[src/rtl/flash_xlate_pkg.sv]
package flash_xlate_pkg;
   typedef enum logic [1:0] {
      OP_SRC   = 2'd0,
      OP_DST   = 2'd1,
      OP_ERASE = 2'd2,
      OP_BOOT  = 2'd3
   } xl_op_e;

   localparam int          NUM_AREG    = 8;
   localparam int          IDX_SRC_BLK = 0;
   localparam int          IDX_DST_BLK = 2;
   localparam int          IDX_DST_PG  = 3;
   localparam int          IDX_SRC_PG  = 7;
   localparam logic [3:0]  SEL_BUF     = 4'd8;
   localparam logic [3:0]  SEL_BOOT    = 4'd9;
   localparam logic [15:0] BOOT_ARM    = 16'h00E0;
   localparam logic [15:0] BOOT_FIRE   = 16'h0000;
   localparam logic [3:0]  BOOT_BUFSEL = 4'b1000;
endpackage

[src/rtl/xl_addr_regs.sv]
module xl_addr_regs
   import flash_xlate_pkg::*;
#(
   parameter int SPL = 2,
   localparam int CW = SPL + 1
) (
   input  logic          clk,
   input  logic          rst_n,
   input  logic          wr_en,
   input  logic [3:0]    sel,
   input  logic [15:0]   wr_data,
   input  logic          page_step,
   output logic [15:0]   rd_data,
   output logic [12:0]   src_blk,
   output logic [7:0]    src_page,
   output logic [12:0]   dst_blk,
   output logic [7:0]    dst_page,
   output logic [3:0]    buf_addr,
   output logic [CW-1:0] sec_count
);
   logic [15:0]   areg [NUM_AREG];
   logic [SPL-1:0] cnt_field;
   logic [CW-1:0]  cnt_dec;
   logic [CW-1:0]  cnt_m1;

   for (genvar i = 0; i < NUM_AREG; i++) begin : g_areg
      logic [15:0] q;
      if (i == IDX_SRC_PG) begin : g_step
         always_ff @(posedge clk) begin
            if (!rst_n)
               q <= '0;
            else if (page_step)
               q <= {8'h00, q[7:0] + 8'd4};
            else if (wr_en && sel == 4'(i))
               q <= wr_data;
         end
      end else begin : g_plain
         always_ff @(posedge clk) begin
            if (!rst_n)
               q <= '0;
            else if (wr_en && sel == 4'(i))
               q <= wr_data;
         end
      end
      assign areg[i] = q;
   end

   assign cnt_field = wr_data[SPL-1:0];
   assign cnt_dec   = (cnt_field == '0) ? CW'(1 << SPL) : CW'(cnt_field);

   always_ff @(posedge clk) begin
      if (!rst_n) begin
         buf_addr  <= '0;
         sec_count <= CW'(1);
      end else if (wr_en && sel == SEL_BUF) begin
         buf_addr  <= wr_data[11:8];
         sec_count <= cnt_dec;
      end
   end

   assign cnt_m1 = sec_count - CW'(1);

   always_comb begin
      if (!sel[3])
         rd_data = areg[sel[2:0]];
      else if (sel == SEL_BUF)
         rd_data = {4'h0, buf_addr, 8'h00} | 16'(cnt_m1 & CW'(1 << (SPL - 1)));
      else
         rd_data = '0;
   end

   assign src_blk  = {areg[IDX_SRC_BLK][15], areg[IDX_SRC_BLK][11:0]};
   assign src_page = areg[IDX_SRC_PG][7:0];
   assign dst_blk  = {areg[IDX_DST_BLK][15], areg[IDX_DST_BLK][11:0]};
   assign dst_page = areg[IDX_DST_PG][7:0];
endmodule

[src/rtl/xl_sector_calc.sv]
module xl_sector_calc #(
   parameter int BLK_W = 13,
   parameter int SPL = 2,
   parameter logic [BLK_W-1:0] DENSITY_MASK = BLK_W'(13'h1000),
   localparam int SEC_W = BLK_W + 6 + SPL
) (
   input  logic [12:0]      blk,
   input  logic [7:0]       page,
   output logic [SEC_W-1:0] page_sector,
   output logic [SEC_W-1:0] block_sector
);
   logic [BLK_W-1:0] base;
   logic [BLK_W-1:0] field;

   assign base = BLK_W'(blk[11:0]);

   if (DENSITY_MASK == '0) begin : g_single_die
      logic unused_die;
      assign unused_die = blk[12];
      assign field = base;
   end else begin : g_dual_die
      assign field = blk[12] ? (base | DENSITY_MASK) : base;
   end

   assign page_sector  = SEC_W'(page[1:0])
                       + ((SEC_W'(page[7:2]) + (SEC_W'(field) << 6)) << SPL);
   assign block_sector = SEC_W'(field) << (SPL + 6);
endmodule

[src/rtl/xl_boot_seq.sv]
module xl_boot_seq
   import flash_xlate_pkg::*;
(
   input  logic        clk,
   input  logic        rst_n,
   input  logic        boot_wr,
   input  logic [15:0] wr_data,
   output logic        armed,
   output logic        fire
);
   always_ff @(posedge clk) begin
      if (!rst_n)
         armed <= 1'b0;
      else if (boot_wr)
         armed <= !armed && (wr_data == BOOT_ARM);
   end

   assign fire = boot_wr && armed && (wr_data == BOOT_FIRE);
endmodule

[src/rtl/flash_cmd_xlate.sv]
module flash_cmd_xlate
   import flash_xlate_pkg::*;
#(
   parameter int BLK_W = 13,
   parameter int SPL = 2,
   parameter logic [BLK_W-1:0] DENSITY_MASK = BLK_W'(13'h1000),
   localparam int SEC_W = BLK_W + 6 + SPL,
   localparam int CNT_W = SPL + 7,
   localparam int CW = SPL + 1
) (
   input  logic             clk,
   input  logic             rst_n,
   input  logic             reg_wr,
   input  logic [3:0]       reg_sel,
   input  logic [15:0]      reg_wdata,
   output logic [15:0]      reg_rdata,
   input  logic             cmd_stb,
   input  logic [1:0]       cmd_op,
   output logic             out_valid,
   output logic [1:0]       out_op,
   output logic [SEC_W-1:0] out_sector,
   output logic [3:0]       out_buf,
   output logic [CNT_W-1:0] out_count
);
   if (SPL < 1 || SPL > 2) begin : g_bad_spl
      $error("SPL must be 1 or 2");
   end
   if (BLK_W < 12 || BLK_W > 24) begin : g_bad_blkw
      $error("BLK_W must be 12..24");
   end

   logic [12:0]      src_blk, dst_blk;
   logic [7:0]       src_page, dst_page;
   logic [3:0]       buf_addr;
   logic [CW-1:0]    sec_count;
   logic             boot_wr, boot_armed, boot_fire;
   logic [SEC_W-1:0] src_sec, dst_sec, erase_sec, unused_sec;
   logic             issue_cmd;

   assign boot_wr = reg_wr && (reg_sel == SEL_BOOT);

   xl_addr_regs #(.SPL(SPL)) u_regs (
      .clk       (clk),
      .rst_n     (rst_n),
      .wr_en     (reg_wr),
      .sel       (reg_sel),
      .wr_data   (reg_wdata),
      .page_step (boot_fire),
      .rd_data   (reg_rdata),
      .src_blk   (src_blk),
      .src_page  (src_page),
      .dst_blk   (dst_blk),
      .dst_page  (dst_page),
      .buf_addr  (buf_addr),
      .sec_count (sec_count)
   );

   xl_boot_seq u_boot (
      .clk     (clk),
      .rst_n   (rst_n),
      .boot_wr (boot_wr),
      .wr_data (reg_wdata),
      .armed   (boot_armed),
      .fire    (boot_fire)
   );

   xl_sector_calc #(.BLK_W(BLK_W), .SPL(SPL), .DENSITY_MASK(DENSITY_MASK)) u_src (
      .blk          (src_blk),
      .page         (src_page),
      .page_sector  (src_sec),
      .block_sector (erase_sec)
   );

   xl_sector_calc #(.BLK_W(BLK_W), .SPL(SPL), .DENSITY_MASK(DENSITY_MASK)) u_dst (
      .blk          (dst_blk),
      .page         (dst_page),
      .page_sector  (dst_sec),
      .block_sector (unused_sec)
   );

   assign issue_cmd = cmd_stb && (cmd_op != OP_BOOT) && !boot_fire;

   always_ff @(posedge clk) begin
      if (!rst_n) begin
         out_valid  <= 1'b0;
         out_op     <= OP_SRC;
         out_sector <= '0;
         out_buf    <= '0;
         out_count  <= '0;
      end else begin
         out_valid <= boot_fire || issue_cmd;
         if (boot_fire) begin
            out_op     <= OP_BOOT;
            out_sector <= src_sec;
            out_buf    <= BOOT_BUFSEL;
            out_count  <= CNT_W'(1 << SPL);
         end else if (issue_cmd) begin
            out_op  <= cmd_op;
            out_buf <= buf_addr;
            case (cmd_op)
               OP_DST: begin
                  out_sector <= dst_sec;
                  out_count  <= CNT_W'(sec_count);
               end
               OP_ERASE: begin
                  out_sector <= erase_sec;
                  out_count  <= CNT_W'(1 << (SPL + 6));
               end
               default: begin
                  out_sector <= src_sec;
                  out_count  <= CNT_W'(sec_count);
               end
            endcase
         end
      end
   end
endmodule

[config.mk]
export PLATFORM = sky130hd
export DESIGN_NAME = flash_cmd_xlate
export DESIGN_NICKNAME = d
export VERILOG_FILES = /design/src/rtl/flash_xlate_pkg.sv /design/src/rtl/xl_addr_regs.sv /design/src/rtl/xl_sector_calc.sv /design/src/rtl/xl_boot_seq.sv /design/src/rtl/flash_cmd_xlate.sv
export SDC_FILE = /design/constraint.sdc
export NUM_CORES = 1
export LEC_CHECK = 0
export ABC_CLOCK_PERIOD_IN_PS = 3000
export BUFFER_PORTS_ARGS = -buffer_cell sky130_fd_sc_hd__buf_2
export CAP_MARGIN = 20
export CELL_PAD_IN_SITES_DETAIL_PLACEMENT = 1
export CELL_PAD_IN_SITES_GLOBAL_PLACEMENT = 1
export CORE_MARGIN = 2
export CORE_UTILIZATION = 45
export DETAILED_ROUTE_END_ITERATION = 8
export PLACE_DENSITY_LB_ADDON = 0.1
export SLEW_MARGIN = 20
export SYNTH_ARGS = -nofsm -noshare
export SYNTH_HDL_FRONTEND = slang
export SYNTH_SLANG_ARGS = --single-unit
[constraint.sdc]
create_clock -name clk -period 3 [get_ports clk]
set_clock_uncertainty 0.15 [all_clocks]
set_input_delay 0 -clock clk [delete_from_list [all_inputs] [get_ports clk]]
set_output_delay 0 -clock clk [all_outputs]
set_load 0.005 [all_outputs]
==> results.txt, run 1 <==
Die W: 136 microns
Syn. warnings: 0
crit path cell chain: dlygate4sd3_1 > buf_2 > nor3_1 > nand4_1 > or3_1 > or3_1 > o311a_1
GR Overflow Total: 0
Post-DP HPWL: 18100 microns
All-Layer GR Usage: 0.305
Reg clk slew, reported paths: 0.06 ns
post-CTS setup buffer count: 0
storage element area: 3360 sq um
initial antenna violation count: 0
WL per Instance: 22.6 microns
Syn Area/Cell: 8.58 sq um
WL final: 27200 microns
CP peak stage delay: 0.53 ns
Crit. End Element: flop
CTS tree: done
Die Area: 18400 sq um
max-slew violations: 0
Power Density: 568 nW/um^2
Setup Viol. Count Final: 0
share of cells above drive strength 1: 0.185
Post-synth EDFFs: 0
Top FF cell, synth: dfxtp_1
post-route setup slack: 0.501 ns
Top Ports: 79
Pleak: 3.45 nW
CP max stage cell: dlygate4sd3_1
Die Ht: 136 microns
total negative slack: 0 ns
RSZ-0062 raised after global routing: no
Worst Path Arrival: 2.67 ns
number of diodes: 0
fmax: 0.400 GHz
CTS Root Cell: clkbuf_16
WP data required: 3.17 ns
global-route wire length before repair: 42200 microns
max-cap violations: 0
period utilization: 0.833
Mapped Area: 7810 sq um
First DRT Iteration DRCs: 533
Port Buffers: 73
critical path class: input port to flop
Layout fillers: 2010
Placer Congestion: 0.848
Slew @ Worst Pin: 0.847 ns
Period minus WS final: 2.50 ns
Yosys cell types: 51
CORE AREA: 17100 sq um
clock latency at the later pin of the worst-skew pair: 0.43 ns
final hold vios: 0
total CTS buffers: 17
startpoint types: input port
Slew HR: 0.435
number of iterations in the first detailed-routing pass: 5
crit path max fanout: 9
footprint of the multi-input gates: 4060 sq um
DP Worst Slack: 0.694 ns
ANT nets after route: 0
Async SR Flop Fraction: 0
HP Class: input port to flop
vias: 7120
H-tree depth: 4
number of global-route vias before repair: 7353
row cnt: 48
CTS Buffer Depth: 2
Area growth, synth to finish: 17.4%
Worst VDD drop: 0.428 mV
Sinks on Clock Net: 168
DRC Markers: 0
crit-path most repeated cell: or3_1
Initial Util: 0.456
routed vias/inst: 5.92
Syn Inst Count: 910
status: finished clean
register area share after synthesis: 0.431
NumNets Final: 995
largest net degree at the start of global routing: 67
Synth Register Bits: 168
## what timing repair did
item,CTS,global route
endpoints found under the hold margin,144,0
resized for setup,0,0
hold buffers,23,0
## cells in the final DEF (no fill, tap or decap), drive strengths merged, types with 8 or more instances in the layout
cell / count
mux2i: 34
nor2: 24
dlygate4sd3: 23
nand3: 11
o21ai: 17
nand2: 266
a2bb2oi: 11
mux4: 32
buf: 100
a21boi: 41
clkbuf: 19
o221a: 8
dfxtp: 168
a21oi: 122
nor2b: 20
## sequential cells by signal, indices dropped and copies added (netlist names)
name / cells
out_buf: 4
out_valid: 1
out_sector: 21
u_regs.sec_count: 3
out_op: 2
out_count: 4
u_regs.buf_addr: 4
u_regs.g_areg.q: 128
u_boot.armed: 1
## critical path, delay by kind of cell
family,cells,cell delay (ns)
AND/OR/NAND/NOR,4,1.61
buffers and inverters,2,0.71
AO/OA/AOI/OAI,1,0.35
## synthesized netlist by cell type (all sizes together) (4+ instances only)
cell	instances	share of area
nor2b	20	0.016
nand3	11	0.0071
ha	4	0.0064
inv	4	0.0019
and2	5	0.0040
dfxtp	168	0.43
mux2i	34	0.044
a21oi	122	0.078
nor3b	5	0.0048
a21boi	41	0.039
o21ai	17	0.011
mux4	32	0.092
clkbuf	63	0.030
nand2	266	0.13
nor2	24	0.012
buf	28	0.022
o221a	8	0.012
a2bb2oi	11	0.012
nor4	4	0.0071
## worst paths after layout
check                              start                      to  slack, ns  cells after the start
setup / recovery           reg_wdata[13]   u_regs.g_areg[7].q[7]       0.50                      7
hold / removal                reg_sel[0]            u_boot.armed       0.14                      5
setup reg to reg            u_boot.armed   u_regs.g_areg[7].q[7]       0.65                      4
hold reg to reg   u_regs.g_areg[6].q[12]  u_regs.g_areg[6].q[12]       0.31                      2
## power breakdown
group	leakage, nW	switching, mW	internal (mW)	total, mW
logic	1.78	0.277	0.167	0.445
registers	1.36	0.0295	2.28	2.31
clock network	0.315	0.942	1.52	2.46
total	3.45	1.25	3.96	5.21
## area by class of cell
class,instances,area share
Multi-Input combinational cell,651,0.443
Sequential cell,168,0.367
Timing Repair Buffer,123,0.0871
Clock buffer,19,0.0494
Tap cell,225,0.0307
Clock inverter,12,0.0216
Inverter,4,0.00164
## stage by stage
step / area, sq um / hold WS, ns / std cells / power [mW] / util
after floorplan: 7820 / 0.0118 / 914 / 2.62 / -
after global placement: 8280 / 0.157 / 1148 / 2.76 / 0.484
after detailed placement: 8280 / 0.179 / 1148 / 2.77 / 0.484
after CTS: 9170 / 0.118 / 1202 / 5.23 / 0.535
after global routing: 9170 / 0.204 / 1202 / 5.37 / 0.535
final: 9170 / 0.145 / 1202 / 5.21 / 0.535
## logic make-up (layout without fill, tap and decap cells)
| kind of cell | count (synthesis) | count (layout) | share of synthesized area |
|---|---|---|---|
| buf+inv | 95 | 158 | 0.0539 |
| mux | 66 | 66 | 0.136 |
| simple gates | 357 | 357 | 0.199 |
| other cells | 1 | 5 | 0.000480 |
| xor+xnor | 1 | 1 | 0.00112 |
| compound gates | 218 | 218 | 0.173 |
| fa+ha+maj | 4 | 4 | 0.00641 |
| flops | 168 | 168 | 0.431 |
## layer usage
metal | up-vias | GRT usage | routed length, microns
li1 | 3230 | - | -
met1 | 3609 | 0.386 | 11400
met2 | 228 | 0.527 | 13700
met3 | 53 | 0.0400 | 1330
met4 | 0 | 0.123 | 746
met5 | - | 0 | 0
(Power assumes the default switching activity.)
==> run 2, diff against run 1 <==
--- a/config.mk
+++ b/config.mk
@@ -5,13 +5,13 @@
 export SDC_FILE = /design/constraint.sdc
 export NUM_CORES = 1
 export LEC_CHECK = 0
-export ABC_CLOCK_PERIOD_IN_PS = 3000
+export ABC_CLOCK_PERIOD_IN_PS = 2200
 export BUFFER_PORTS_ARGS = -buffer_cell sky130_fd_sc_hd__buf_2
 export CAP_MARGIN = 20
 export CELL_PAD_IN_SITES_DETAIL_PLACEMENT = 1
 export CELL_PAD_IN_SITES_GLOBAL_PLACEMENT = 1
 export CORE_MARGIN = 2
-export CORE_UTILIZATION = 45
+export CORE_UTILIZATION = 40
 export DETAILED_ROUTE_END_ITERATION = 8
 export PLACE_DENSITY_LB_ADDON = 0.1
 export SLEW_MARGIN = 20
==> constraint.sdc (replaced) <==
create_clock -name clk -period 2.2 [get_ports clk]
set_clock_uncertainty 0.15 [all_clocks]
set_input_delay 0 -clock clk [delete_from_list [all_inputs] [get_ports clk]]
set_output_delay 0 -clock clk [all_outputs]
set_load 0.005 [all_outputs]
==> results.txt, run 2 (synthesized netlist as in run 1, its figures left out) <==
status: finished clean (unchanged)
number of iterations in the first detailed-routing pass: 5 (unchanged)
Top Usage Layer GRT: met2 (unchanged)
Post-DP HPWL: 18900 microns (was 18100 microns)
post-CTS setup buffer count: 0 (unchanged)
CP peak stage delay: 0.47 ns (was 0.53 ns)
Setup Viol. Count Final: 0 (unchanged)
vias: 7239 (was 7120)
H-tree depth: 4 (unchanged)
RSZ-0062 raised after global routing: no (unchanged)
Worst Path Arrival: 2.30 ns (was 2.67 ns)
Largest register FFs: 128 (unchanged)
worst hold slack: 0.0942 ns (was 0.145 ns)
routed vias/inst: 5.67 (was 5.92)
NumNets Final: 1030 (was 995)
period utilization: 0.969
Placer Congestion: 0.833 (was 0.848)
commonest non-fill, non-tap cell in the layout: nand2_1 (unchanged)
hold path start: reg_sel[2] (was reg_sel[0])
Pleak: 3.62 nW (was 3.45 nW)
Sinks on Clock Net: 168 (unchanged)
storage element area: 3360 sq um (about the same)
initial antenna violation count: 0 (unchanged)
Layout fillers: 2286 (was 2010)
All-Layer GR Usage: 0.279 (was 0.305)
crit path cell chain: or4b_4 > or3_4 > o311a_1 > o31a_1 (was dlygate4sd3_1 > buf_2 > nor3_1 > nand4_1 > or3_1 > or3_1 > o311a_1)
Area growth, synth to finish: 22.0% (was 17.4%)
Initial Util: 0.404 (was 0.456)
Largest regs: u_regs.g_areg.q (128), out_sector (21) (unchanged)
share of cells above drive strength 1: 0.218 (was 0.185)
R2R cell count: 4 (unchanged)
row cnt: 51 (was 48)
Reg clk slew, reported paths: 0.06 ns (about the same)
total CTS buffers: 17 (unchanged)
post-route setup slack: 0.0688 ns (was 0.501 ns)
max-cap violations: 0 (unchanged)
global-route wire length before repair: 43100 microns (was 42200 microns)
GR Overflow Total: 0 (unchanged)
footprint of the multi-input gates: 4080 sq um (was 4060 sq um)
Die Ht: 144 microns (was 136 microns)
Power Density: 725 nW/um^2 (was 568 nW/um^2)
fmax: 0.469 GHz
largest register by flop count: u_regs.g_areg.q (unchanged)
clock latency at the later pin of the worst-skew pair: 0.43 ns (about the same)
Period minus WS final: 2.13 ns
Die Area: 20600 sq um (was 18400 sq um)
CP max stage cell: or4b_4 (was dlygate4sd3_1)
Setup crit start: u_boot.armed (was reg_wdata[13])
largest net degree at the start of global routing: 43 (was 67)
CTS Buffer Depth: 2 (unchanged)
WP data required: 2.37 ns (was 3.17 ns)
Die W: 144 microns (was 136 microns)
CORE AREA: 19300 sq um (was 17100 sq um)
CTS tree: done (unchanged)
final hold vios: 0 (unchanged)
grt met3 use: 0.0390 (was 0.0400)
critical path class: flop to flop (was input port to flop)
Top Ports: 79 (unchanged)
CTS Root Cell: clkbuf_16 (unchanged)
DP Worst Slack: -0.0179 ns (was 0.694 ns)
ANT nets after route: 0 (unchanged)
First DRT Iteration DRCs: 494 (was 533)
crit path max fanout: 4 (was 9)
Slew HR: 0.516 (was 0.435)
DRC Markers: 0 (unchanged)
max-slew violations: 0 (unchanged)
fin cells: 1277 (was 1202)
HP Class: input port to flop (unchanged)
R2R Path Start: u_boot.armed (unchanged)
number of global-route vias before repair: 7526 (was 7353)
total negative slack: 0 ns (unchanged)
GR met2 Demand/Resource: 0.472 (was 0.527)
Post-Place Cells: 1224 (was 1148)
global-route met1 utilization: 0.363 (was 0.386)
WL per Instance: 21.8 microns (was 22.6 microns)
hold-critical path depth: 5 (unchanged)
number of diodes: 0 (unchanged)
WL final: 27800 microns (was 27200 microns)
commonest non-fill, non-tap cells in the layout: 265 x nand2_1, 167 x dfxtp_1, 122 x a21oi_1 (was 265 x nand2_1, 168 x dfxtp_1, 122 x a21oi_1)
Worst VDD drop: 0.533 mV (was 0.428 mV)
startpoint types: flop (was input port)
Slew @ Worst Pin: 0.726 ns (was 0.847 ns)
Port Buffers: 73 (unchanged)
Crit. End Element: flop (unchanged)
[run 2: cell types whose count changed in the layout (fill, tap and decap cells not counted), sizes merged]
cell | previous run | this run
clkinv | 4 | 1
dlygate4sd3 | 23 | 22
clkbuf | 19 | 20
clkinvlp | 2 | 6
bufinv | 5 | 3
buf | 100 | 136
[run 2: power by group]
part           switching (mW)  total [mW]  internal [mW]
Sequential             0.0423        3.15           3.10
Clock                    1.28        3.09           1.81
Combinational           0.393       0.661          0.267
Total                    1.72        6.90           5.18
[run 2: metal layers]
metal  wire length, microns  vias up  share of wire
li1                       -     3295              -
met1                  12100     3672           0.44
met2                  13600      221           0.49
met3                   1270       51          0.045
met4                    775        0          0.028
met5                      0        -              0
[run 2: repair_timing]
action	in CTS	in global routing
endpoints found under the hold margin	150	0
endpoints found under the setup margin	1	25
hold buffers	22	0
pin swaps	0	3
gates resized for setup	1	6
gates cloned	0	0
[run 2: per-stage QoR]
step	power, mW	cell area (sq um)	util
finish	6.90	9520	0.493
global route	7.15	9520	0.493
CTS	6.93	9500	0.491
detailed placement	3.84	8680	0.449
global placement	3.82	8680	0.449
floorplan	3.58	7820	-
[run 2: path summary, 6_finish.rpt]
kind                            slack (ns)               endpoint
worst max-delay path                  0.07  u_regs.g_areg[7].q[5]
worst min-delay path                  0.09           u_boot.armed
worst max register to register        0.07  u_regs.g_areg[7].q[5]
worst min register to register        0.31             out_buf[2]
[run 2: cell type report]
class	count	area share
Multi-Input combinational cell	651	0.428
Sequential cell	168	0.353
Timing Repair Buffer	158	0.119
Clock buffer	20	0.0469
Tap cell	265	0.0348
Clock inverter	11	0.0156
Inverter	4	0.00158
[run 2: critical path: cells and delay by family, from the launching register on]
| kind | cells | cell delay, ns |
|---|---|---|
| AO/OA/AOI/OAI | 2 | 0.65 |
| flip-flops | 1 | 0.32 |
| AND/OR/NAND/NOR | 2 | 0.90 |
